[config.mk]
export PLATFORM = sky130hd
export DESIGN_NAME = serial_result_port
export DESIGN_NICKNAME = d
export VERILOG_FILES = /design/src/rtl/srp_pkg.sv /design/src/rtl/srp_edge_sync.sv /design/src/rtl/srp_result_hold.sv /design/src/rtl/srp_shift_engine.sv /design/src/rtl/serial_result_port.sv
export SDC_FILE = /design/constraint.sdc
export NUM_CORES = 1
export LEC_CHECK = 0
export CAP_MARGIN = 20
export CORE_MARGIN = 5
export CORE_UTILIZATION = 40
export DETAILED_ROUTE_END_ITERATION = 6
export GPL_ROUTABILITY_DRIVEN = 0
export REMOVE_ABC_BUFFERS = 1
export SYNTH_ARGS = -nofsm -noshare
export SYNTH_HDL_FRONTEND = slang
export SYNTH_SLANG_ARGS = --single-unit
[constraint.sdc]
create_clock -name clk -period 0.9 [get_ports clk]
set_input_delay 0.225 -clock clk [delete_from_list [all_inputs] [get_ports clk]]
set_output_delay 0.225 -clock clk [all_outputs]
set_load 0.01 [all_outputs]
[src/rtl/srp_pkg.sv]
package srp_pkg;
  typedef struct packed {
    logic rise;
    logic fall;
  } edge_t;
endpackage

[src/rtl/srp_edge_sync.sv]
module srp_edge_sync #(
  parameter int STAGES = 2
) (
  input  logic          clk,
  input  logic          rst_n,
  input  logic          pin,
  output srp_pkg::edge_t edges
);
  logic [STAGES-1:0] chain_q;
  logic [STAGES-1:0] chain_d;
  logic              prev_q;

  always_comb begin
    chain_d = {chain_q[STAGES-2:0], pin};
  end

  always_ff @(posedge clk or negedge rst_n) begin
    if (!rst_n) begin
      chain_q <= '0;
      prev_q  <= 1'b0;
    end else begin
      chain_q <= chain_d;
      prev_q  <= chain_q[STAGES-1];
    end
  end

  always_comb begin
    edges.rise = chain_q[STAGES-1] & ~prev_q;
    edges.fall = ~chain_q[STAGES-1] & prev_q;
  end
endmodule

[src/rtl/srp_result_hold.sv]
module srp_result_hold #(
  parameter int DATA_W = 8
) (
  input  logic              clk,
  input  logic              rst_n,
  input  logic              load,
  input  logic [DATA_W-1:0] din,
  output logic [DATA_W-1:0] held
);
  logic [DATA_W-1:0] held_d;

  always_comb begin
    held_d = load ? din : held;
  end

  always_ff @(posedge clk or negedge rst_n) begin
    if (!rst_n) held <= '0;
    else        held <= held_d;
  end
endmodule

[src/rtl/srp_shift_engine.sv]
module srp_shift_engine #(
  parameter int DATA_W = 8,
  parameter int CNT_W  = $clog2(DATA_W + 1)
) (
  input  logic              clk,
  input  logic              rst_n,
  input  srp_pkg::edge_t    en_edge,
  input  srp_pkg::edge_t    sck_edge,
  input  logic [DATA_W-1:0] held,
  output logic [CNT_W-1:0]  bit_cnt,
  output logic              dout,
  output logic              oe
);
  localparam logic [CNT_W-1:0] LAST = CNT_W'(DATA_W);

  logic [DATA_W-1:0] shreg_q, shreg_d;
  logic [CNT_W-1:0]  cnt_d;
  logic              armed_q, armed_d;
  logic              dout_d, oe_d;

  always_comb begin
    shreg_d = shreg_q;
    cnt_d   = bit_cnt;
    armed_d = armed_q;
    dout_d  = dout;
    oe_d    = oe;
    if (en_edge.rise) begin
      shreg_d = held;
      cnt_d   = '0;
      armed_d = 1'b1;
      dout_d  = 1'b0;
      oe_d    = 1'b0;
    end else if (armed_q && sck_edge.rise && bit_cnt != LAST) begin
      dout_d  = shreg_q[DATA_W-1];
      shreg_d = {shreg_q[DATA_W-2:0], 1'b0};
      cnt_d   = bit_cnt + 1'b1;
      oe_d    = 1'b1;
    end else if (armed_q && sck_edge.fall && bit_cnt == LAST) begin
      armed_d = 1'b0;
      dout_d  = 1'b0;
      oe_d    = 1'b0;
    end
  end

  always_ff @(posedge clk or negedge rst_n) begin
    if (!rst_n) begin
      shreg_q <= '0;
      bit_cnt <= '0;
      armed_q <= 1'b0;
      dout    <= 1'b0;
      oe      <= 1'b0;
    end else begin
      shreg_q <= shreg_d;
      bit_cnt <= cnt_d;
      armed_q <= armed_d;
      dout    <= dout_d;
      oe      <= oe_d;
    end
  end
endmodule

[src/rtl/serial_result_port.sv]
module serial_result_port #(
  parameter int DATA_W      = 8,
  parameter int SYNC_STAGES = 2
) (
  input  logic              clk,
  input  logic              rst_n,
  input  logic              sclk,
  input  logic              port_en,
  input  logic [DATA_W-1:0] result_in,
  input  logic              result_load,
  output logic              sdata_out,
  output logic              sdata_oe
);
  localparam int CNT_W = $clog2(DATA_W + 1);

  logic [1:0]        rst_pipe_q;
  logic              rst_sync_n;
  srp_pkg::edge_t    en_edge, sck_edge;
  logic [DATA_W-1:0] held;
  logic [CNT_W-1:0]  bit_cnt;

  always_ff @(posedge clk or negedge rst_n) begin
    if (!rst_n) rst_pipe_q <= 2'b00;
    else        rst_pipe_q <= {rst_pipe_q[0], 1'b1};
  end
  assign rst_sync_n = rst_pipe_q[1];

  srp_edge_sync #(.STAGES(SYNC_STAGES)) u_en_sync (
    .clk(clk), .rst_n(rst_sync_n), .pin(port_en), .edges(en_edge));

  srp_edge_sync #(.STAGES(SYNC_STAGES)) u_sck_sync (
    .clk(clk), .rst_n(rst_sync_n), .pin(sclk), .edges(sck_edge));

  srp_result_hold #(.DATA_W(DATA_W)) u_hold (
    .clk(clk), .rst_n(rst_sync_n), .load(result_load),
    .din(result_in), .held(held));

  srp_shift_engine #(.DATA_W(DATA_W), .CNT_W(CNT_W)) u_eng (
    .clk(clk), .rst_n(rst_sync_n), .en_edge(en_edge), .sck_edge(sck_edge),
    .held(held), .bit_cnt(bit_cnt), .dout(sdata_out), .oe(sdata_oe));
endmodule

==> run metrics, run 1 <==
fill count=256; crit-path max FO=2; sequential area share after synthesis=0.615; Slew HR=0.656; gr busiest metal=met2; crit path kind=flip-flop to flip-flop; placed cells=176; RSZ-0062 raised after global routing=yes; Num CTS Buffers=5; Compound-Gate Fraction of Synth Area=0.113; largest area contributor in the netlist=dfrtp_1; ant diodes=0; Hold Vio Cnt, Final=0; grt ovf=0; VDD IR-drop max=0.866 mV; H-Tree Depth=2; Area after DPL=1570 sq um; Slew Limit Fails=0; Post-Synthesis Cells=108; HPWL Detailed=1780 um; critical path arrival=1.71 ns; mux contribution to synthesized area=0.0794; die area=4380 sq um; P&R area growth vs syn=43.6%; Leakage=0.800 nW; IO Count=15; DRT Wirelength=2560 um; Die Height=66.2 um; Post-Synth Adder-Cell Area=0.0198; simple-gate area share of the yosys netlist=0.134; TritonCTS clock tree=yes; Initial Util=0.417; clk buf depth=2; Post-Layout Cell Count=193; Critical Path Start Type=flip-flop; reg2reg start=u_eng.bit_cnt[0]; Post-Synthesis Cell Area=1260 sq um; largest net degree at the start of global routing=30; DR WL/cell=13.2 um; post-route cell area=1810 sq um; post-synthesis register bit count=31; drt drc=0; vias per cell=4.92; Multi-input gate area=520 sq um; Initial DRC Count=46; final setup margin=-0.536 ns; Yosys cell types=23; largest family of logic cells by synthesized area=simple AND/OR/NAND/NOR gates; Final Skew=0.0125 ns; first-pass GRT wire length=4640 um; Root Driver=clkbuf_4; met1 Use GR=0.179; period utilization=1.60; NumNets Final=163; worst-skew pair later-pin latency=0.33 ns; clock net sink count=31; synthesized area per cell=11.7 sq um; path depth of the worst reg2reg path=5; number of synthesized flops with an enable pin=0; die width=66.2 um; Hold Crit Class=input port to asynchronous set/reset pin; area share of the largest cell type after synthesis=0.615; R2R setup slack=-0.54 ns; grt met3 use=0.0408; Critical Path RT=1.17 ns; vias in the first global route=1042; GRT Overall Usage=0.141; min cycle time layout=1.44 ns; top cells by count, synth=31 x dfrtp_1, 16 x nand2_1, 11 x o211ai_1; clk slew on worst S/H paths=0.10 ns; first drt pass iteration count=4; Final Setup Violations=17; Max-Cap Viols=0; Final Core Density=0.598; # rows=20; CP Launch Point=u_eng.bit_cnt[0]; Core ar.=3030 sq um; Synthesis Warnings=0; Seq. cell area=777 sq um; xor/xnor cell area share of the yosys netlist=0; FF-to-FF End=u_eng.bit_cnt[2]; Tot Pwr=3.25 mW; Power Dens Cells=1790 nW/um^2; asr flop ratio synth=1.00; initial antenna violation count=0; Critical Path Sink Type=flip-flop; Max Clk Rate=697 MHz; layout cells sized above 1=0.389; dpl ws=-0.586 ns; Worst Max-Slew Pin Slew=0.514 ns; Port-buffer cells=14; failing checks=setup timing; most frequent cell after synthesis=dfrtp_1; GR Util met2=0.218; status=finished with violations; vias post-DR=950; Synth Flop Type=dfrtp_1; post-route ant nets=0; largest cells by area after synthesis=dfrtp_1 62%, mux2_2 7.1%, o211ai_1 6.5%, nand2_1 4.8%, nand4_1 2.5%
==> logic make-up after synthesis <==
kind of cell               Yosys count
other                                1
and+or+nand+nor                     33
DFF                                 31
muxes                                9
AOI/OAI and AO/OA                   22
adders and majority gates            2
buffers and inverters               10
==> per-stage QoR <==
| stage | hold slack (ns) | setup TNS, ns |
|---|---|---|
| final | 0.0463 | -6.95 |
| after global routing | 0.0384 | -8.20 |
| after CTS | 0.0337 | -7.01 |
| after detailed placement | 0.218 | -10.63 |
| after global placement | 0.215 | -9.80 |
| after floorplan | -0.0706 | -6.35 |
==> metal layers <==
metal	up-vias	share of wire
met5	-	0
met4	0	0.011
met3	4	0.050
met2	23	0.49
met1	464	0.45
li1	459	-
==> where the power goes <==
part           switching, mW  leakage (nW)  internal, mW  total [mW]
clock                  0.462        0.0482         0.656        1.12
sequential            0.0748         0.374          1.53        1.61
combinational          0.225         0.377         0.297       0.522
==> worst max-delay path, cell delays in order, from the launching register on <==
cell     delay, ns
dfrtp_1       0.38
inv_2         0.06
ha_4          0.15
and3b_1       0.17
or4_4         0.48
a21oi_2       0.14
==> layout by cell type (no fill, tap or decap), types with 2 or more instances in the layout <==
master	netlist	routed
nand2_1	16	15
a21oi_1	4	3
o21ai_2	0	2
inv_1	4	2
buf_4	0	19
mux2_2	8	7
buf_12	0	2
clkbuf_4	0	5
nand3_1	2	2
dfrtp_1	31	30
nand4_1	5	5
inv_2	0	2
buf_2	0	2
o21ai_1	1	2
buf_6	1	4
o211ai_1	11	11
clkdlybuf4s50_1	0	11
nand3b_1	2	2
nand2b_1	2	2
==> worst max-delay path by stage <==
stage,endpoint,depth (start not counted)
final,u_eng.bit_cnt[2],5
after global routing,u_eng.bit_cnt[2],5
after CTS,u_eng.bit_cnt[2],5
after detailed placement,u_eng.bit_cnt[2],5
after global placement,u_eng.bit_cnt[2],5
after floorplan,u_eng.bit_cnt[2],5
==> timing repair <==
action | in CTS | in global routing
hold buffers | 0 | 0
endpoints found under the setup margin | 25 | 17
pin swaps | 25 | 14
buffers inserted | 3 | 8
resized for setup | 27 | 11
==> state kept, by name, indices dropped and copies added, names as in the netlist <==
register            count
u_eng.dout              1
u_sck_sync.chain_q      2
u_eng.shreg_q           8
rst_pipe_q              2
u_eng.oe                1
u_eng.bit_cnt           4
u_en_sync.prev_q        1
u_en_sync.chain_q       2
u_hold.held             8
u_sck_sync.prev_q       1
u_eng.armed_q           1
==> cell type report <==
class                           count  area share
Inverter                            4     0.00829
Sequential cell                    31       0.429
Multi-Input combinational cell     67       0.287
Timing Repair Buffer               39       0.197
Clock buffer                        6      0.0283
Clock inverter                      2      0.0194
Tap cell                           44      0.0304
No activity file was read; power rests on OpenSTA's default activity.
==> inputs of run 2 (changes only) <==
Settings changed: CORE_MARGIN 5 to 2.
==> run 2 against run 1 <==
Compared with the run above:
- the run still ends with setup timing left
- routed wire length up 1.1%
- global-route usage up 3.5 points
- first-iteration DRC count down 17%
- critical endpoint unchanged
- final area up 0.55%
- largest power group unchanged
- via count down 0.53%
==> run metrics, run 2 (synthesis gave the netlist of run 1 again) <==
status=finished with violations; failing checks=setup timing; vias in the first global route=1008 (-3.3%); period utilization=1.64 (+0.0417); Final Setup Violations=17 (unchanged); Core ar.=3030 sq um (unchanged); Hold Vio Cnt, Final=0 (unchanged); VDD IR-drop max=0.996 mV (+15%); Slew Limit Fails=0 (unchanged); Critical Path RT=1.18 ns (about the same); NumNets Final=166 (+1.8%); Die Height=60.2 um (-9.1%); layout cells sized above 1=0.395 (+0.00548); Critical Path Start Type=flip-flop; drt drc=0 (unchanged); Seq. cell area=776 sq um (-0.16%); IO Count=15 (unchanged); post-route ant nets=0 (unchanged); # rows=20 (unchanged); Initial Util=0.417 (unchanged); P&R area growth vs syn=44.3%; initial antenna violation count=0 (unchanged); Slowest cell on crit path=or4_4; Power Dens Cells=1750 nW/um^2 (-2.4%); Port-buffer cells=14 (unchanged); critical path arrival=1.75 ns (+0.04 ns); Worst Max-Slew Pin Slew=0.510 ns (-0.00438 ns); Leakage=0.813 nW (+1.6%); most frequent cells in the layout=31 x dfrtp_1, 20 x buf_4, 15 x nand2_1, 11 x o211ai_1, 11 x clkdlybuf4s50_1; grt ovf=0 (unchanged); most common cell after layout, fill and taps aside=dfrtp_1; HPWL Detailed=1800 um (+1.1%); CP cell instances=inv_2 > ha_4 > and3b_2 > or4_4 > a21oi_2; worst-skew pair later-pin latency=0.34 ns (about the same); gr busiest metal=met2; vias per cell=4.82 (-2.0%); final setup margin=-0.573 ns (-0.0375 ns); critical path's top delay family=simple AND/OR/NAND/NOR gates; Area after DPL=1590 sq um (+1.4%); clk slew on worst S/H paths=0.10 ns (about the same); grt met3 use=0.0649 (+0.0241); ant diodes=0 (unchanged); RSZ-0062 raised after global routing=yes; die width=60.2 um (-9.1%); Final Skew=0.00954 ns (-0.00291 ns); clock net sink count=31 (unchanged); Buf/Inv on CP=1 (unchanged); crit-path max FO=5 (+3); DR WL/cell=13.2 um (-0.41%); die area=3620 sq um (-17%); post-route cell area=1820 sq um (+0.55%); DRT Wirelength=2590 um (+1.1%); Initial DRC Count=38 (-17%); largest net degree at the start of global routing=30 (unchanged); min cycle time layout=1.47 ns (+0.0375 ns); Root Driver=clkbuf_4; first drt pass iteration count=4 (unchanged); Slew HR=0.659 (+0.00293); Critical Path Sink Type=flip-flop; TritonCTS clock tree=yes; first-pass GRT wire length=4500 um (-3.1%); vias post-DR=945 (-0.53%); fill count=259 (+1.2%); H-Tree Depth=2 (unchanged); Max Clk Rate=679 MHz (-2.5%); met1 Use GR=0.218 (+0.0384); Tot Pwr=3.19 mW (-1.8%); Num CTS Buffers=5 (unchanged); GR Util met2=0.280 (+0.0614); Largest regs=u_eng.shreg_q: 8 flops, u_hold.held: 8 flops, u_eng.bit_cnt: 4 flops; CP max stage delay=0.49 ns (about the same); Hold Crit Class=input port to asynchronous set/reset pin; R2R setup slack=-0.57 ns (-0.04 ns); clk buf depth=2 (unchanged); Multi-input gate area=507 sq um (-2.6%); hold_buf cts=0 (unchanged); crit path kind=flip-flop to flip-flop; Max-Cap Viols=0 (unchanged); GRT Overall Usage=0.176 (+0.0350)
-- run 2: cell types whose count changed in the layout (fill, tap and decap cells not counted), sizes merged --
cell	change
buf	+3
clkbuf	-1
clkinv	+1
-- run 2: worst register-to-register path: cells and delay by family (launching register included) --
kind | cells | cell delay, ns
AND/OR/NAND/NOR | 2 | 0.72
flip-flops | 1 | 0.37
adder cells (fa/ha/maj) | 1 | 0.15
AO/OA/AOI/OAI | 1 | 0.12
buffers and inverters | 1 | 0.06
-- run 2: timing repair --
item                       CTS  global route
buffers inserted             5             4
resized for setup           29             5
setup endpoints to repair   25            17
pin swaps                   16             3
-- run 2: where the power goes --
part	leakage [nW]	switching, mW	internal (mW)	total (mW)
registers	0.375	0.0729	1.53	1.61
logic	0.392	0.220	0.277	0.497
clock network	0.0452	0.502	0.584	1.09
-- run 2: through the flow --
stage	TNS, ns	hold slack (ns)	utilization	instances	setup slack (ns)
after global placement	-9.67	0.215	0.526	179	-0.561
final	-6.97	0.0442	0.601	196	-0.573
after CTS	-6.83	0.0329	0.585	192	-0.577
after global routing	-8.06	0.0116	0.601	196	-0.614
after detailed placement	-10.30	0.238	0.526	179	-0.620
after floorplan	-6.35	-0.0706	-	102	-0.611
-- run 2: area by class of cell --
cell class / instances / area share
clock inverter: 3 / 0.0241
tap: 44 / 0.0302
timing repair buffer: 42 / 0.212
multi-input combinational: 67 / 0.278
sequential: 31 / 0.426
clock buffer: 5 / 0.0206
inverter: 4 / 0.00825
-- run 2: metal layers --
metal  up-vias  share of wire
met5         -              0
met4         0          0.015
met3         4          0.050
met2        20           0.50
met1       453           0.44
li1        468              -
-- run 2: path summary, 6_finish.rpt --
kind / start / depth (start not counted) / endpoint
worst max-delay path: u_eng.bit_cnt[0] / 5 / u_eng.bit_cnt[2]
worst min-delay path: rst_n / 1 / rst_pipe_q[0]
worst max register to register: u_eng.bit_cnt[0] / 5 / u_eng.bit_cnt[2]
worst min register to register: rst_pipe_q[1] / 1 / u_eng.shreg_q[7]
max in group asynchronous: rst_pipe_q[1] / 1 / u_hold.held[1]
min in group clk: sclk / 1 / u_sck_sync.chain_q[0]
==> inputs of run 3 (changes only) <==
Settings changed: CORE_UTILIZATION 40 to 35.
==> run 3 against run 2 <==
Compared with the run above:
- the flow still finishes with violations (setup timing)
- count of clock-buffer cells in the layout is 3 higher
- critical path depth stayed put
- via count is 0.63% lower
- sequential share of layout area is 2.9 points higher
- final area is 6.5% lower
- sequential cell count stayed put
- first-iteration DRC count is 34% lower
- combinational power is 7.6% lower
- worst setup slack better by 0.066 ns
- non-clock buffer count is 10 lower
- worst hold slack better by 0.0043 ns
- die area is 13% higher
- highest routed layer unchanged
==> run metrics, run 3 (synthesis gave the netlist of run 1 again) <==
critical path arrival=1.67 ns (-0.08 ns); grt ovf=0 (unchanged); min cycle time layout=1.41 ns (-0.0656 ns); path depth of the worst reg2reg path=5 (unchanged); TritonCTS clock tree=yes; crit-path max FO=2 (-3); final setup margin=-0.508 ns (+0.0656 ns); DR WL/cell=12.8 um (-3.3%); DRT Wirelength=2400 um (-7.3%); status=finished with violations; most frequent cells in the layout=31 x dfrtp_1, 15 x nand2_1, 13 x buf_4, 11 x o211ai_1, 11 x clkdlybuf4s50_1; DR WL met3=129 um (-0.77%); Critical Path Start Type=flip-flop; clk slew on worst S/H paths=0.10 ns (about the same); met1 WL=1090 um (-4.0%); period utilization=1.56 (-0.0729); NumNets Final=156 (-6.0%); Port-buffer cells=14 (unchanged); Slew Limit Fails=0 (unchanged); vias post-DR=939 (-0.63%); vias in the first global route=915 (-9.2%); most common cell after layout, fill and taps aside=dfrtp_1; H-Tree Depth=2 (unchanged); Initial Util=0.372 (-0.0444); met2 WL=1130 um (-12%); CP Launch Point=u_eng.bit_cnt[0]; VDD IR-drop max=0.997 mV (+0.13%); Core ar.=3390 sq um (+12%); clk buf depth=2 (unchanged); die area=4100 sq um (+13%); GRT Overall Usage=0.135 (-0.0406); initial antenna violation count=0 (unchanged); Max-Cap Viols=0 (unchanged); Leakage=0.747 nW (-8.1%); first-pass GRT wire length=4130 um (-8.3%); first drt pass iteration count=4 (unchanged); Hold Crit Class=input port to asynchronous set/reset pin; drt drc=0 (unchanged); IO Count=15 (unchanged); worst setup path endpoint=u_eng.bit_cnt[2]; RSZ-0062 raised after global routing=yes; worst-skew pair later-pin latency=0.33 ns (about the same); vias per cell=4.99 (+3.6%); P&R area growth vs syn=35.0%; crit path kind=flip-flop to flip-flop; post-route cell area=1700 sq um (-6.5%); Max Clk Rate=710 MHz (+4.7%); Largest regs=u_eng.shreg_q: 8 flops, u_hold.held: 8 flops, u_eng.bit_cnt: 4 flops; HPWL Detailed=1610 um (-11%); Num CTS Buffers=5 (unchanged); reg2reg start=u_eng.bit_cnt[0]; Initial DRC Count=25 (-34%); Power Dens Cells=1750 nW/um^2 (+0.17%); hold_buf cts=0 (unchanged); Critical Path Sink Type=flip-flop; Final Core Density=0.502 (-0.0988); max layer used=met4; Die Height=64.0 um (+6.5%); Worst Max-Slew Pin Slew=0.500 ns (-0.00975 ns); Hold Vio Cnt, Final=0 (unchanged); die width=64.0 um (+6.5%); FF-to-FF End=u_eng.bit_cnt[2]; R2R setup slack=-0.51 ns (+0.07 ns); Root Driver=clkbuf_4; Critical Path RT=1.17 ns (about the same); clock net sink count=31 (unchanged); Post-Layout Cell Count=188 (-4.1%); # rows=21 (+5.0%); ant diodes=0 (unchanged); layout cells sized above 1=0.317 (-0.0778); failing checks=setup timing; placed cells=178 (-0.56%); Slew HR=0.665 (+0.00653); Area after DPL=1570 sq um (-1.3%); Final Setup Violations=17 (unchanged); largest net degree at the start of global routing=30 (unchanged); post-route ant nets=0 (unchanged); Final Skew=0.0120 ns (+0.00242 ns)
## run 3: cell types whose count changed in the layout (fill, tap and decap cells not counted), sizes merged
cell / delta
bufinv: -1
clkbuf: +3
buf: -10
clkinv: -2
## run 3: what timing repair did
item,in CTS,in global routing
gates resized for setup,25,1
buffers inserted,2,1
endpoints found under the setup margin,25,17
pin swaps,26,8
## run 3: cell type report
cell class,count,area [sq um]
clock buffer,8,68.8
fill,303,1690
inverter,4,15.0
multi-input combinational,67,485
sequential,31,776
tap,46,57.6
timing repair buffer,32,300
## run 3: how the worst min path moves through the flow
stage / slack [ns] / endpoint / from / cells past startpoint
after global routing: 0.03 / rst_pipe_q[1] / rst_n / 1
after floorplan: -0.07 / rst_pipe_q[0] / rst_n / 0
after global placement: 0.22 / u_en_sync.chain_q[0] / rst_pipe_q[1] / 1
final: 0.05 / rst_pipe_q[1] / rst_n / 1
after detailed placement: 0.22 / u_en_sync.prev_q / rst_pipe_q[1] / 1
after CTS: 0.04 / rst_pipe_q[0] / rst_n / 1
## run 3: stage by stage
stage	power [mW]	setup WS, ns	hold slack, ns	setup TNS, ns
2_1_floorplan	1.83	-0.611	-0.0706	-6.35
3_3_place_gp	2.02	-0.565	0.217	-10.38
3_5_place_dp	2.04	-0.633	0.223	-11.14
4_1_cts	3.00	-0.526	0.0430	-6.23
5_1_grt	3.16	-0.561	0.0342	-7.47
6_report	2.99	-0.508	0.0485	-6.34
## run 3: routing by layer
metal / track usage / up-vias
met3: 0.0546 / 5
li1: - / 450
met4: 0.0734 / 0
met1: 0.169 / 462
met5: 0 / -
met2: 0.199 / 22
## run 3: critical path, stage by stage (launching register included)
cell and delay, ns:
dfrtp_1 0.37, inv_2 0.06, ha_4 0.15, and3b_1 0.17, or4_1 0.46, a21oi_1 0.14
## run 3: power breakdown
group	switching, mW	total, mW	internal [mW]
combinational	0.202	0.459	0.257
clock	0.468	0.927	0.459
sequential	0.0696	1.60	1.53
